<file path="config.mk">
export PLATFORM = sky130hd
export DESIGN_NAME = fdd_select_monitor
export DESIGN_NICKNAME = d
export VERILOG_FILES = /design/src/rtl/fdd_select_monitor.sv
export SDC_FILE = /design/constraint.sdc
export NUM_CORES = 1
export LEC_CHECK = 0
export ABC_AREA = 0
export ABC_CLOCK_PERIOD_IN_PS = 5100
export BUFFER_PORTS_ARGS = -buffer_cell sky130_fd_sc_hd__buf_2
export CORE_UTILIZATION = 25
export DETAILED_ROUTE_END_ITERATION = 7
export GPL_ROUTABILITY_DRIVEN = 0
export GPL_TIMING_DRIVEN = 0
export HOLD_SLACK_MARGIN = 0.05
export RECOVER_POWER = 25
export SYNTH_ARGS = -nofsm -noshare
export SYNTH_HDL_FRONTEND = slang
export SYNTH_SLANG_ARGS = --single-unit
</file>
<file path="constraint.sdc">
create_clock -name clk -period 5.1 [get_ports clk]
set_input_delay 0.51 -clock clk [delete_from_list [all_inputs] [get_ports clk]]
set_output_delay 0.51 -clock clk [all_outputs]
set_load 0.05 [all_outputs]
</file>
<file path="src/rtl/fdd_select_monitor.sv">
module fdd_select_monitor #(
  parameter int SCAN_TICKS    = 50000,
  parameter int PULSE_TICKS   = 16,
  parameter int STRETCH_TICKS = 1500
) (
  input  logic       clk,
  input  logic       rst_n,
  input  logic       busy,
  input  logic       head_load,
  input  logic [1:0] unit_sel,
  input  logic [3:0] ready_in,
  input  logic       port_sel3,
  input  logic [3:0] ack,
  output logic [3:0] sel_out,
  output logic [3:0] change_pend,
  output logic       irq,
  output logic [3:0] ready_state
);
  localparam int CW = $clog2(SCAN_TICKS);
  localparam int SW = $clog2(STRETCH_TICKS + 1);

  logic [CW-1:0] tick;
  logic [1:0]    ptr;
  logic [3:0]    seen;
  logic [3:0]    state_q;
  logic [3:0]    pend_q;
  logic [SW-1:0] hold3;

  wire       scan_win = !busy && (tick >= CW'(SCAN_TICKS - PULSE_TICKS));
  wire       scan_hit = !busy && (tick == CW'(SCAN_TICKS - 1));
  wire       access   = busy && head_load;
  wire [3:0] acc_dec  = access   ? (4'b0001 << unit_sel) : 4'b0000;
  wire [3:0] scan_dec = scan_win ? (4'b0001 << ptr)      : 4'b0000;
  wire [3:0] load     = scan_hit ? (4'b0001 << ptr)      : 4'b0000;
  wire [3:0] flip     = load & seen & (state_q ^ ready_in);

  assign sel_out     = {port_sel3 | acc_dec[3] | (hold3 != '0),
                        acc_dec[2:0] | scan_dec[2:0]};
  assign change_pend = pend_q;
  assign irq         = |pend_q;
  assign ready_state = state_q;

  always_ff @(posedge clk or negedge rst_n) begin
    if (!rst_n) begin
      tick    <= '0;
      ptr     <= '0;
      seen    <= '0;
      state_q <= '0;
      pend_q  <= '0;
      hold3   <= '0;
    end else begin
      if (busy || scan_hit) tick <= '0;
      else                  tick <= tick + 1'b1;
      if (scan_hit) ptr <= ptr + 1'b1;
      seen    <= seen | load;
      state_q <= (state_q & ~load) | (ready_in & load);
      pend_q  <= (pend_q & ~ack) | flip;
      if (acc_dec[3])         hold3 <= SW'(STRETCH_TICKS);
      else if (hold3 != '0)   hold3 <= hold3 - 1'b1;
    end
  end

  assert_access_sel_R2: assert property (@(posedge clk) disable iff (!rst_n)
    (busy && head_load && unit_sel != 2'd3) |-> (sel_out[unit_sel] && $countones(sel_out[2:0]) == 1));

  assert_busy_freeze_R7: assert property (@(posedge clk) disable iff (!rst_n)
    busy |=> ($stable(ready_state) && ((change_pend & ~$past(change_pend)) == 4'b0000)));

  assert_busy_no_scan_sel_R7: assert property (@(posedge clk) disable iff (!rst_n)
    (busy && !head_load) |-> (sel_out[2:0] == 3'b000));

  assert_scan_no_lamp_R8: assert property (@(posedge clk) disable iff (!rst_n)
    (!busy && !port_sel3 && hold3 == '0) |-> !sel_out[3]);

  assert_port_bit_R9: assert property (@(posedge clk) disable iff (!rst_n)
    port_sel3 |-> sel_out[3]);

  assert_ack_clear_R6: assert property (@(posedge clk) disable iff (!rst_n)
    $fell(irq) |-> $past(|ack));

  assert_change_idle_R5: assert property (@(posedge clk) disable iff (!rst_n)
    $rose(irq) |-> $past(!busy));
endmodule

</file>
Yosys cells after proc, flatten, opt, wreduce, memory -nomap -nowiden
Index checks and enable logic that the tools add are counted.
Operators by class
  equality and inequality tests: 1
  mux-type cells: 6
  reductions and logical operators: 8
  bitwise logic cells: 14
  order comparisons: 1
  shift operators: 2
  $add $sub $neg: 3
Operator list (number)
  two-way mux 11 bit: 2
  bitwise AND 4 bit: 5
  adder 16 x 1 -> 16 bit, second input constant: 1
  equality test 16 bit, second input constant: 1
  >= comparator 16 bit, second input constant: 1
  two-way mux 16 bit: 1
  bitwise OR 4 bit: 3
  nonzero test 11 bit: 1
  subtractor 11 x 1 -> 11 bit, second input constant: 1
  two-way mux 4 bit: 2
  NOT 4 bit: 2
  left shift 1 x 2 -> 4 bit, first input constant: 2
  OR reduction 4 bit: 1
  bitwise XOR 4 bit: 1
  logical AND 1 bit: 3
  two-way mux 3 bit: 1
  bitwise OR 3 bit: 1
  adder 2 x 1 -> 2 bit, second input constant: 1
  bitwise OR 1 bit: 2
  nonzero test 2 bit: 1
  logical NOT 1 bit: 1
  logical OR 1 bit: 1
Storage, ports and cells
  output and inout port bits: 13
  flip-flop bits (word level): 41

Depth between registers and ports, before layout
Gate-level depths: netlist of the first run.
  depth in word-level cells: 6
  gate-level depth with buffers: 6
  depth with buffers taken out: 6

Worst setup path before layout of the first run
Ideal clock, no wire load.
  path kind: reg2out
  start: register hold3[7]
  end: output port sel_out[3]
  arrival: 1.809 ns
  stages on the path, launching flop included: 4
  slack: 2.781 ns
  data required time: 4.590 ns
  cell sequence: dfrtp_1 nor4_1 nand4b_1 or3_1
Between the ends
  cells in the longest elaborated chain, start to end: 2
RTL lines
  from (decl): line 27  | logic [SW-1:0] hold3;
  from (signal assigned): line 58  | if (acc_dec[3]) hold3 <= SW'(STRETCH_TICKS);
  from (signal assigned): line 59  | else if (hold3 != '0) hold3 <= hold3 - 1'b1;
  nonzero test 11 bit: line 37  | assign sel_out = {port_sel3 | acc_dec[3] | (hold3 != '0),
  bitwise OR 1 bit: line 37
  to (decl): line 14  | output logic [3:0] sel_out,
Every way passes these cells.

Worst setup path in the final report of the first run
Same ends and word-level chain as after synthesis.

==> metrics.csv, run 1 <==
metric,value,unit
status,finished with violations,
violated checks,"capacitance limit, slew limit",
required time worst endpoint,4.59,ns
Power Total,746,µW
final WL,4140,µm
antenna violations before repair,0,
Worst Skew,0.00909,ns
Synth cell types,38,
"Hold Vio Cnt, Final",0,
largest delay contributor family on the critical path,simple AND/OR/NAND/NOR gates,
sequential share of the synthesized area,48.6,%
Pleak,1.13,nW
# clock sinks,41,
fin. max-slew vios,42,
hold path depth,2,
Power Density,301,mW/mm²
row count,33,
layout cell share with drive strength beyond 1,17.6,%
Mapped Nets,228,
"Cell Chain, Critical Path","nor4_1, nand4b_1, or3_1, buf_2",
Post-Route Setup TNS,0,ns
Core ar.,0.00818,mm²
launching element type of the critical path,flip-flop,
largest net degree at the start of global routing,42,
Register-to-Register Path Depth,4,
Hold EP,change_pend[1],
Residual DRC,0,
Seq cells post-synth,41,
Ports,28,
Antenna Cells,0,
CP startpoint,hold3[7],
Synth Flop Type,dfrtp_1,
Root Driver,clkbuf_8,
min-delay src,ack[1],
H-tree Lvls,2,
worst-path cell with the longest stage delay,nor4_1,
number of global-route vias before repair,1523,
kind of critical path,flip-flop to output pin,
Synth Cell Area,0.00211,mm²
Die Wd,93.9,µm
CTS tree,yes,
Worst-path clk slew,0.08,ns
synth warn,0,
"antenna viol nets, final",0,
CTS Buffer Depth,2,
final-layout fill cell count,861,
crit path buf inv count,1,
Yosys top cell area share,48.6,%
crit-path max cell delay,0.68,ns
Layout area overhead,17.5,%
maximum clock rate,345,MHz
die area,0.00881,mm²
Final min period,2.90,ns
Nets,262,
R2R Path Start,tick[11],
hpwl dp,2950,µm
syn_area_per_cell,10.3,µm²
Mapped Cells,205,
Die Y,93.9,µm
cell taking the most area after synthesis,dfrtp_1,
Async SR Flop Fraction,100,%
CP Data Arrival Time,2.39,ns
Reg2Reg Setup Slack,2.94,ns
Worst-Margin Slew,2.23,ns
maximum VDD drop,0.0983,mV
CP Capture Type,output pin,
Hold Buf Count CTS,0,
top post-synthesis cells by area,"dfrtp_1 49%, xnor2_1 6.2%, ha_1 4.7%, nor2_1 4.1%, nand2_1 3.0%",
Tcrit/Tclk final,56.8,%
routed vias/inst,4.63,
Post-synth EDFFs,0,
total grt overflow,0,
Crit Path Max Fanout,6,
CTS Buf Count,5,
IO buf count,27,
Worst slew margin,-48.9,%
first-pass GRT wire length,6970,µm
min-delay worst type,primary input to flip-flop,
RSZ-0062 raised after global routing,no,
postcts setup bufs,0,
via count,1593,
Starting Density,25.8,%
worst skew pair latency,0.29,ns
CTS resizes,0,
number of setup violations in the final report,0,
Total GRT Usage,10.2,%
DRT Pass-1 Iters,4,
wire length per cell,12.0,µm
1st-iter DRT viols,47,
MaxCap Viol Count,1,
==> per-stage QoR <==
| stage | instance area (µm²) | hold WS [ns] | setup slack, ns | util (%) | std cells |
|---|---|---|---|---|---|
| floorplan | 2110 | 0.214 | 2.78 | - | 205 |
| global placement | 2380 | 0.449 | 2.56 | 29.1 | 337 |
| detailed placement | 2380 | 0.449 | 2.55 | 29.1 | 337 |
| CTS | 2480 | 0.373 | 2.19 | 30.3 | 344 |
| global route | 2480 | 0.388 | 1.93 | 30.3 | 344 |
| finish | 2480 | 0.390 | 2.20 | 30.3 | 344 |
==> registers in the layout, summed over array words and instances, names as in the netlist, named ones only <==
name	cells
tick	16
hold3	11
change_pend	4
seen	4
ptr	2
==> logic make-up after synthesis <==
| kind of cell | synth area share, % |
|---|---|
| DFF | 48.6 |
| and+or+nand+nor | 21.9 |
| buffers and inverters | 2.91 |
| muxes | 3.32 |
| AOI/OAI and AO/OA | 10.2 |
| adders and majority gates | 4.75 |
| xor gates and xnor gates | 8.30 |
==> per-layer routing <==
| layer | vias up | routed length [µm] | part of all wire (%) | global-route usage (%) |
|---|---|---|---|---|
| li1 | 788 | - | - | - |
| met1 | 767 | 1970 | 47 | 12.7 |
| met2 | 32 | 1890 | 46 | 16.1 |
| met3 | 6 | 211 | 5.1 | 3.32 |
| met4 | 0 | 68 | 1.6 | 4.23 |
| met5 | - | 0 | 0 | 0 |
==> worst reg2reg max path: cells and delay by family, from the launching register on <==
| kind | cells | cell delay [ns] |
|---|---|---|
| DFF | 1 | 0.44 |
| muxes | 1 | 0.33 |
| and+or+nand+nor | 3 | 1.28 |
==> power by group <==
part | switching, mW | leakage, nW | total, mW | internal [mW]
Clock | 0.111 | 0.0540 | 0.253 | 0.142
Combinational | 0.0559 | 0.551 | 0.103 | 0.0473
Sequential | 0.0334 | 0.528 | 0.389 | 0.356
==> layout by cell type (no fill, tap or decap), types with 5 or more instances in the layout <==
master / netlist / final
nor4_1: 5 / 5
inv_1: 15 / 15
nor3_1: 6 / 6
clkbuf_8: 0 / 5
xnor2_1: 15 / 15
nor2_1: 23 / 23
buf_2: 1 / 27
nand3_1: 7 / 7
xor2_1: 5 / 5
o21ai_0: 6 / 6
ha_1: 8 / 8
a21oi_1: 5 / 5
nand2_1: 17 / 17
dfrtp_1: 41 / 41
or3_1: 6 / 6
nand4_1: 6 / 6
==> layout make-up <==
| type | instances | area (µm²) | share of cell area (%) |
|---|---|---|---|
| inverter | 15 | 56.3 | 2.27 |
| sequential | 41 | 1030 | 41.4 |
| multi-input combinational | 148 | 1020 | 41.2 |
| buffer | 1 | 5.00 | 0.202 |
| clock buffer | 5 | 68.8 | 2.78 |
| tap | 105 | 131 | 5.30 |
| clock inverter | 2 | 35.0 | 1.41 |
| timing repair buffer | 27 | 134 | 5.40 |
==> synthesized netlist by cell type, types with 2 or more instances <==
| cell | n |
|---|---|
| a211oi_1 | 3 |
| a21oi_1 | 5 |
| a22o_1 | 2 |
| dfrtp_1 | 41 |
| ha_1 | 8 |
| inv_1 | 15 |
| mux2_4 | 4 |
| nand2_1 | 17 |
| nand3_1 | 7 |
| nand4_1 | 6 |
| nand4b_1 | 3 |
| nor2_1 | 23 |
| nor3_1 | 6 |
| nor4_1 | 5 |
| o21ai_0 | 6 |
| o22ai_1 | 4 |
| o31ai_1 | 3 |
| or2b_1 | 4 |
| or3_1 | 6 |
| xnor2_1 | 15 |
| xor2_1 | 5 |
==> how the worst max path moves through the flow <==
stage,end,depth (start not counted)
after floorplan,sel_out[3],3
after global placement,sel_out[3],4
after detailed placement,sel_out[3],4
after CTS,sel_out[3],4
after global routing,sel_out[3],4
final,sel_out[3],4
No activity file was read; power rests on OpenSTA's default activity.
==> run 2: changes to the inputs <==
--- a/config.mk
+++ b/config.mk
@@ -6,7 +6,7 @@
 export NUM_CORES = 1
 export LEC_CHECK = 0
 export ABC_AREA = 0
-export ABC_CLOCK_PERIOD_IN_PS = 5100
+export ABC_CLOCK_PERIOD_IN_PS = 2900
 export BUFFER_PORTS_ARGS = -buffer_cell sky130_fd_sc_hd__buf_2
 export CORE_UTILIZATION = 25
 export DETAILED_ROUTE_END_ITERATION = 7
==> constraint.sdc (replaced) <==
create_clock -name clk -period 2.9 [get_ports clk]
set_input_delay 0.29 -clock clk [delete_from_list [all_inputs] [get_ports clk]]
set_output_delay 0.29 -clock clk [all_outputs]
set_load 0.05 [all_outputs]
==> run 2 against run 1 <==
The flow still finishes with violations (capacitance limit, slew limit). Wire length increased by 0.29%. Setup slack got worse by 1.7 ns. Flip-flop and latch count unchanged. First-iteration DRC count increased by 4.3%. Clock power increased by 76%. Die area unchanged. Non-clock buffer count unchanged. Sequential share of layout area decreased by 0.10 points. Final area increased by 0.25%. Global-route usage unchanged.
==> metrics.csv, run 2 (synthesized netlist as in run 1, its figures left out) <==
metric,value,unit,change
most frequent cells in the layout,"41 x dfrtp_1, 27 x buf_2, 23 x nor2_1, 17 x nand2_1",,
first-pass GRT wire length,6970,µm,unchanged
Crit path depth,4,,unchanged
Register-to-Register Path Depth,4,,unchanged
# clock sinks,41,,unchanged
total grt overflow,0,,unchanged
Largest Register,tick,,
CP Capture Type,output pin,,
Nets,262,,unchanged
via count,1586,,-0.44%
"most common cell after layout, fill and taps aside",dfrtp_1,,
Final min period,2.43,ns,
Post-Route Setup TNS,0,ns,unchanged
CTS Buf Count,5,,unchanged
Die Wd,93.9,µm,unchanged
Clk network pwr share,33.9,%,about the same
hold_ws,0.171,ns,-0.219 ns
H-tree Lvls,2,,unchanged
Layout area overhead,17.8,%,
final instance area,0.00248,mm²,+0.25%
Core ar.,0.00818,mm²,unchanged
area post-placement,0.00238,mm²,unchanged
Root Driver,clkbuf_8,,
Pleak,1.13,nW,about the same
Total GRT Usage,10.2,%,unchanged
sw frac,27.0,%,+0.10 points
MaxCap Viol Count,1,,unchanged
RSZ-0062 raised after global routing,no,,
"antenna viol nets, final",0,,unchanged
IO buf count,27,,unchanged
worst-path cell with the longest stage delay,nor4_2,,
power share of the combinational group,13.8,%,about the same
Setup WS post-layout,0.471,ns,-1.73 ns
Pint,960,µW,+76%
row count,33,,unchanged
status,finished with violations,,
routed vias/inst,4.61,,-0.44%
Worst slew margin,-49.6,%,-0.63 points
die area,0.00881,mm²,unchanged
wire length per cell,12.1,µm,+0.29%
number of setup violations in the final report,0,,unchanged
Power Total,1.31,mW,+76%
launching element type of the critical path,flip-flop,,
"Cell Chain, Critical Path","nor4_2, nand4b_1, or3_1, buf_2",,
"Hold Vio Cnt, Final",0,,unchanged
largest net degree at the start of global routing,42,,unchanged
hpwl dp,2950,µm,unchanged
Power Density,529,mW/mm²,+76%
violated checks,"capacitance limit, slew limit",,
crit path buf inv count,1,,unchanged
sequential power share,52.3,%,about the same
CTS Buffer Depth,2,,unchanged
crit-path max cell delay,0.48,ns,-0.20 ns
fin. max-slew vios,42,,unchanged
layout cell share with drive strength beyond 1,18.0,%,+0.42 points
required time worst endpoint,2.61,ns,-1.98 ns
Ports,28,,unchanged
kind of critical path,flip-flop to output pin,,
number of global-route vias before repair,1523,,unchanged
Antenna Cells,0,,unchanged
final core utilization,30.4,%,+0.077 points
Worst-path clk slew,0.08,ns,about the same
DRT Pass-1 Iters,4,,unchanged
Starting Density,25.8,%,unchanged
P_sw,355,µW,+77%
largest registers,"tick x16, hold3 x11",,
CTS tree,yes,,
1st-iter DRT viols,49,,+4.3%
worst skew pair latency,0.29,ns,about the same
Worst-Margin Slew,2.24,ns,+0.00946 ns
final WL,4150,µm,+0.29%
hold path depth,2,,unchanged
Tcrit/Tclk final,83.8,%,
antenna violations before repair,0,,unchanged
min-delay worst type,primary input to flip-flop,,
"worst slack, placed",0.572,ns,-1.98 ns
CP Data Arrival Time,2.14,ns,-0.25 ns
largest delay contributor family on the critical path,simple AND/OR/NAND/NOR gates,,
Worst Skew,0.00866,ns,-0.000432 ns
max FFs per register,16,,unchanged
post-route insts no fill,344,,unchanged
maximum clock rate,412,MHz,
maximum VDD drop,0.173,mV,+77%
number of instances in the placed design,337,,unchanged
Die Y,93.9,µm,unchanged
Residual DRC,0,,unchanged
Crit Path Max Fanout,6,,unchanged
-- run 2: cell count changes in the layout (fill, tap and decap cells not counted) --
cell and delta:
nor4_2 +1, nor4_1 -1
-- run 2: worst register-to-register path, cell delays in order (launching register included) --
cell and delay [ns]:
dfrtp_1 0.44, or4_4 0.62, nor4_4 0.47, nand2_1 0.19, mux2_4 0.33
-- run 2: worst paths after layout --
check	to	slack, ns	startpoint
worst max register to register	flip-flop	0.74	tick[11]
worst max-delay path	sel_out[3]	0.47	hold3[7]
worst min-delay path	change_pend[3]	0.17	ack[3]
min in group asynchronous	change_pend[2]	0.65	rst_n
max in group asynchronous	tick[15]	0.96	rst_n
worst min register to register	seen[2]	0.47	seen[2]
-- run 2: power by group through the flow --
stage	combinational [mW]	sequential [mW]	clock (mW)
after floorplan	0.135	0.680	0
after global placement	0.179	0.692	0
after detailed placement	0.183	0.695	0
after CTS	0.184	0.684	0.468
after global routing	0.209	0.695	0.490
final	0.182	0.687	0.446
-- run 2: repair_timing --
item / CTS / global route
hold buffers: 0 / 0
endpoints found under the setup margin: 0 / 1
setup buffers: 0 / 0
resized for setup: 0 / 1
-- run 2: area by class of cell --
type,count,area [µm²]
well taps,105,131
inverters,15,56.3
multi-input cells,148,1030
flip-flops and latches,41,1030
repair buffers,27,134
clock buffers,5,68.8
clock inverters,2,35.0
plain buffers,1,5.00
fillers,859,5690
-- run 2: layer usage --
metal,part of all wire [%],global-route usage (%)
met5,0,0
met4,1.6,4.23
met3,5.0,3.32
met2,45,16.1
met1,48,12.7
==> run 3: changes to the inputs <==
--- a/config.mk
+++ b/config.mk
@@ -5,8 +5,8 @@
 export SDC_FILE = /design/constraint.sdc
 export NUM_CORES = 1
 export LEC_CHECK = 0
-export ABC_AREA = 0
-export ABC_CLOCK_PERIOD_IN_PS = 2900
+export ABC_AREA = 1
+export ABC_CLOCK_PERIOD_IN_PS = 2120
 export BUFFER_PORTS_ARGS = -buffer_cell sky130_fd_sc_hd__buf_2
 export CORE_UTILIZATION = 25
 export DETAILED_ROUTE_END_ITERATION = 7
==> constraint.sdc (replaced) <==
create_clock -name clk -period 2.12 [get_ports clk]
set_input_delay 0.212 -clock clk [delete_from_list [all_inputs] [get_ports clk]]
set_output_delay 0.212 -clock clk [all_outputs]
set_load 0.05 [all_outputs]
==> run 3 against run 2 <==
The flow now finishes without violations. Total power increased by 54%. Flip-flop and latch count unchanged. Cell count increased by 40%. Synthesized area increased by 15%. Non-clock buffer count increased by 1. Clock skew decreased by 0.0015 ns. Combinational power increased by 92%. Final area increased by 15%.
==> metrics.csv, run 3 <==
metric,value,unit,change
max FFs per register,16,,unchanged
"Cell Chain, Critical Path","nand2_1, nor2_2, o21ai_0, nand2_1, nand3_1, o31ai_1, clkbuf_4",,
Worst slew margin,29.5,%,+79 points
crit-path max cell delay,0.43,ns,-0.05 ns
final instance area,0.00285,mm²,+15%
Hold Buf Count CTS,0,,unchanged
Async SR Flop Fraction,100,%,unchanged
CP dominant cell by count,nand2_1,,
Post-synth EDFFs,0,,unchanged
status,completed,,
cell taking the most area after synthesis,dfrtp_1,,
final-layout fill cell count,1007,,+17%
"antenna viol nets, final",0,,unchanged
maximum VDD drop,0.301,mV,+74%
Antenna Cells,0,,unchanged
number of global-route vias before repair,1976,,+30%
most frequent cells in the layout,"70 x nand2_1, 56 x nor2_1, 47 x inv_1, 41 x dfrtp_1, 26 x buf_2",,
Root Driver,clkbuf_8,,
syn_area_per_cell,7.59,µm²,-26%
DRT Pass-1 Iters,4,,unchanged
number of setup violations in the final report,0,,unchanged
Ports,28,,unchanged
maximum clock rate,517,MHz,
antenna violations before repair,0,,unchanged
Synth cell types,29,,-24%
Mapped Nets,342,,+50%
hpwl dp,3790,µm,+29%
Worst-Margin Slew,1.06,ns,-1.19 ns
"most common cell after layout, fill and taps aside",nand2_1,,
total grt overflow,0,,unchanged
Total GRT Usage,11.2,%,+1.1 points
"count leader, synth",nand2_1,,
Synth Flop Type,dfrtp_1,,
Final min period,1.94,ns,
CTS Buf Count,5,,unchanged
Layout area overhead,17.9,%,about the same
via count,2030,,+28%
Tcrit/Tclk final,91.3,%,
Reg2Reg Setup Slack,0.61,ns,-0.13 ns
IO buf count,27,,unchanged
Crit Path Max Fanout,4,,-2
Seq cells post-synth,41,,unchanged
final core utilization,30.6,%,+0.19 points
Die Wd,100,µm,+7.0%
Core ar.,0.00933,mm²,+14%
Synth Cell Area,0.00242,mm²,+15%
area post-placement,0.00272,mm²,+14%
die area,0.0101,mm²,+14%
synth warn,0,,unchanged
synth cell count leaders,"70 x nand2_1, 56 x nor2_1, 47 x inv_1",,
CTS Buffer Depth,2,,unchanged
CP Capture Type,output pin,,
first-pass GRT wire length,9020,µm,+29%
Starting Density,25.9,%,+0.14 points
Pleak,1.38,nW,+22%
Nets,376,,+44%
Mapped Cells,319,,+56%
CTS resizes,0,,unchanged
layout cell share with drive strength beyond 1,16.9,%,-1.0 points
Yosys top cell area share,42.4,%,-6.2 points
Worst-path clk slew,0.08,ns,about the same
Largest Register,tick,,
# clock sinks,41,,unchanged
sequential share of the synthesized area,42.4,%,-6.2 points
postcts setup bufs,0,,unchanged
final WL,5100,µm,+23%
required time worst endpoint,1.91,ns,-0.70 ns
largest registers,"tick x16, hold3 x11",,
CTS tree,yes,,
launching element type of the critical path,flip-flop,,
wire length per cell,10.6,µm,-13%
min-delay worst type,primary input to async pin,,
Die Y,100,µm,+7.0%
Power Density,712,mW/mm²,+35%
Residual DRC,0,,unchanged
worst-path cell with the longest stage delay,dfrtp_1,,
CP Data Arrival Time,1.72,ns,-0.42 ns
"Hold Vio Cnt, Final",0,,unchanged
routed vias/inst,4.20,,-8.8%
largest delay contributor family on the critical path,simple AND/OR/NAND/NOR gates,,
crit path buf inv count,1,,unchanged
row count,35,,+6.1%
H-tree Lvls,2,,unchanged
Worst Skew,0.00714,ns,-0.00151 ns
kind of critical path,flip-flop to output pin,,
worst skew pair latency,0.30,ns,about the same
MaxCap Viol Count,0,,-1
largest net degree at the start of global routing,42,,unchanged
fin. max-slew vios,0,,-100%
top post-synthesis cells by area,"dfrtp_1 42%, nand2_1 11%, nor2_1 8.7%, inv_1 7.3%, nand4_1 4.9%",,
1st-iter DRT viols,79,,+61%
==> run 3: changes by cell type after synthesis, moves of 4 or more <==
cell	previous run	this run
nor2_1	23	56
or2_2	0	4
or3_1	6	0
xnor2_1	15	5
nand2_1	17	70
o22ai_1	4	0
inv_1	15	47
mux2_4	4	0
nor4_1	5	0
nand2_2	0	4
nand4_1	6	19
or2b_1	4	0
nand3_1	7	19
==> run 3: cell type report <==
cell class	instances	area (µm²)	share of cell area [%]
Tap cell	129	161	5.66
Inverter	50	188	6.58
Sequential cell	41	1030	36.0
Timing Repair Buffer	27	138	4.82
Clock inverter	3	65.1	2.28
Clock buffer	5	68.8	2.41
Multi-Input combinational cell	226	1190	41.7
Buffer	2	16.3	0.570
==> run 3: path summary, 6_finish.rpt <==
| check | start | to | depth (start not counted) |
|---|---|---|---|
| max | tick[8] | sel_out[2] | 7 |
| min | rst_n | hold3[10] | 1 |
| max reg2reg | tick[0] | tick[13] | 8 |
| min reg2reg | seen[1] | seen[1] | 2 |
| max in group asynchronous | rst_n | tick[0] | 1 |
| min in group clk | ack[3] | change_pend[3] | 4 |
==> run 3: report_power, final <==
part | internal (mW) | switching, mW | total (mW) | leakage [nW]
Clock | 0.468 | 0.299 | 0.768 | 0.0681
Sequential | 0.853 | 0.0605 | 0.913 | 0.512
Combinational | 0.131 | 0.218 | 0.349 | 0.804
Total | 1.45 | 0.578 | 2.03 | 1.38
==> run 3: per-layer routing <==
metal | track usage, % | part of all wire, %
met2 | 18.4 | 47
met1 | 14.8 | 49
met4 | 2.12 | 0.22
met3 | 3.27 | 4.3
met5 | 0 | 0
==> run 3: logic make-up (layout without fill, tap and decap cells) <==
logic type | count (synthesis) | in the layout | synth area share [%]
DFF | 41 | 41 | 42.4
buffers and inverters | 52 | 87 | 8.43
xor gates and xnor gates | 11 | 11 | 3.98
adders and majority gates | 8 | 8 | 4.14
and+or+nand+nor | 188 | 188 | 36.1
AOI/OAI and AO/OA | 19 | 19 | 4.96
==> run 3: metrics by stage <==
step / total power, mW / setup slack, ns / hold slack, ns / TNS, ns / instances
2_1_floorplan: 1.18 / 0.402 / -0.0836 / 0 / 319
3_3_place_gp: 1.27 / 0.520 / 0.427 / 0 / 475
3_5_place_dp: 1.28 / 0.527 / 0.426 / 0 / 475
4_1_cts: 2.05 / 0.186 / 0.0920 / 0 / 483
5_1_grt: 2.16 / -0.00837 / 0.146 / -0.00837 / 483
6_report: 2.03 / 0.184 / 0.0876 / 0 / 483
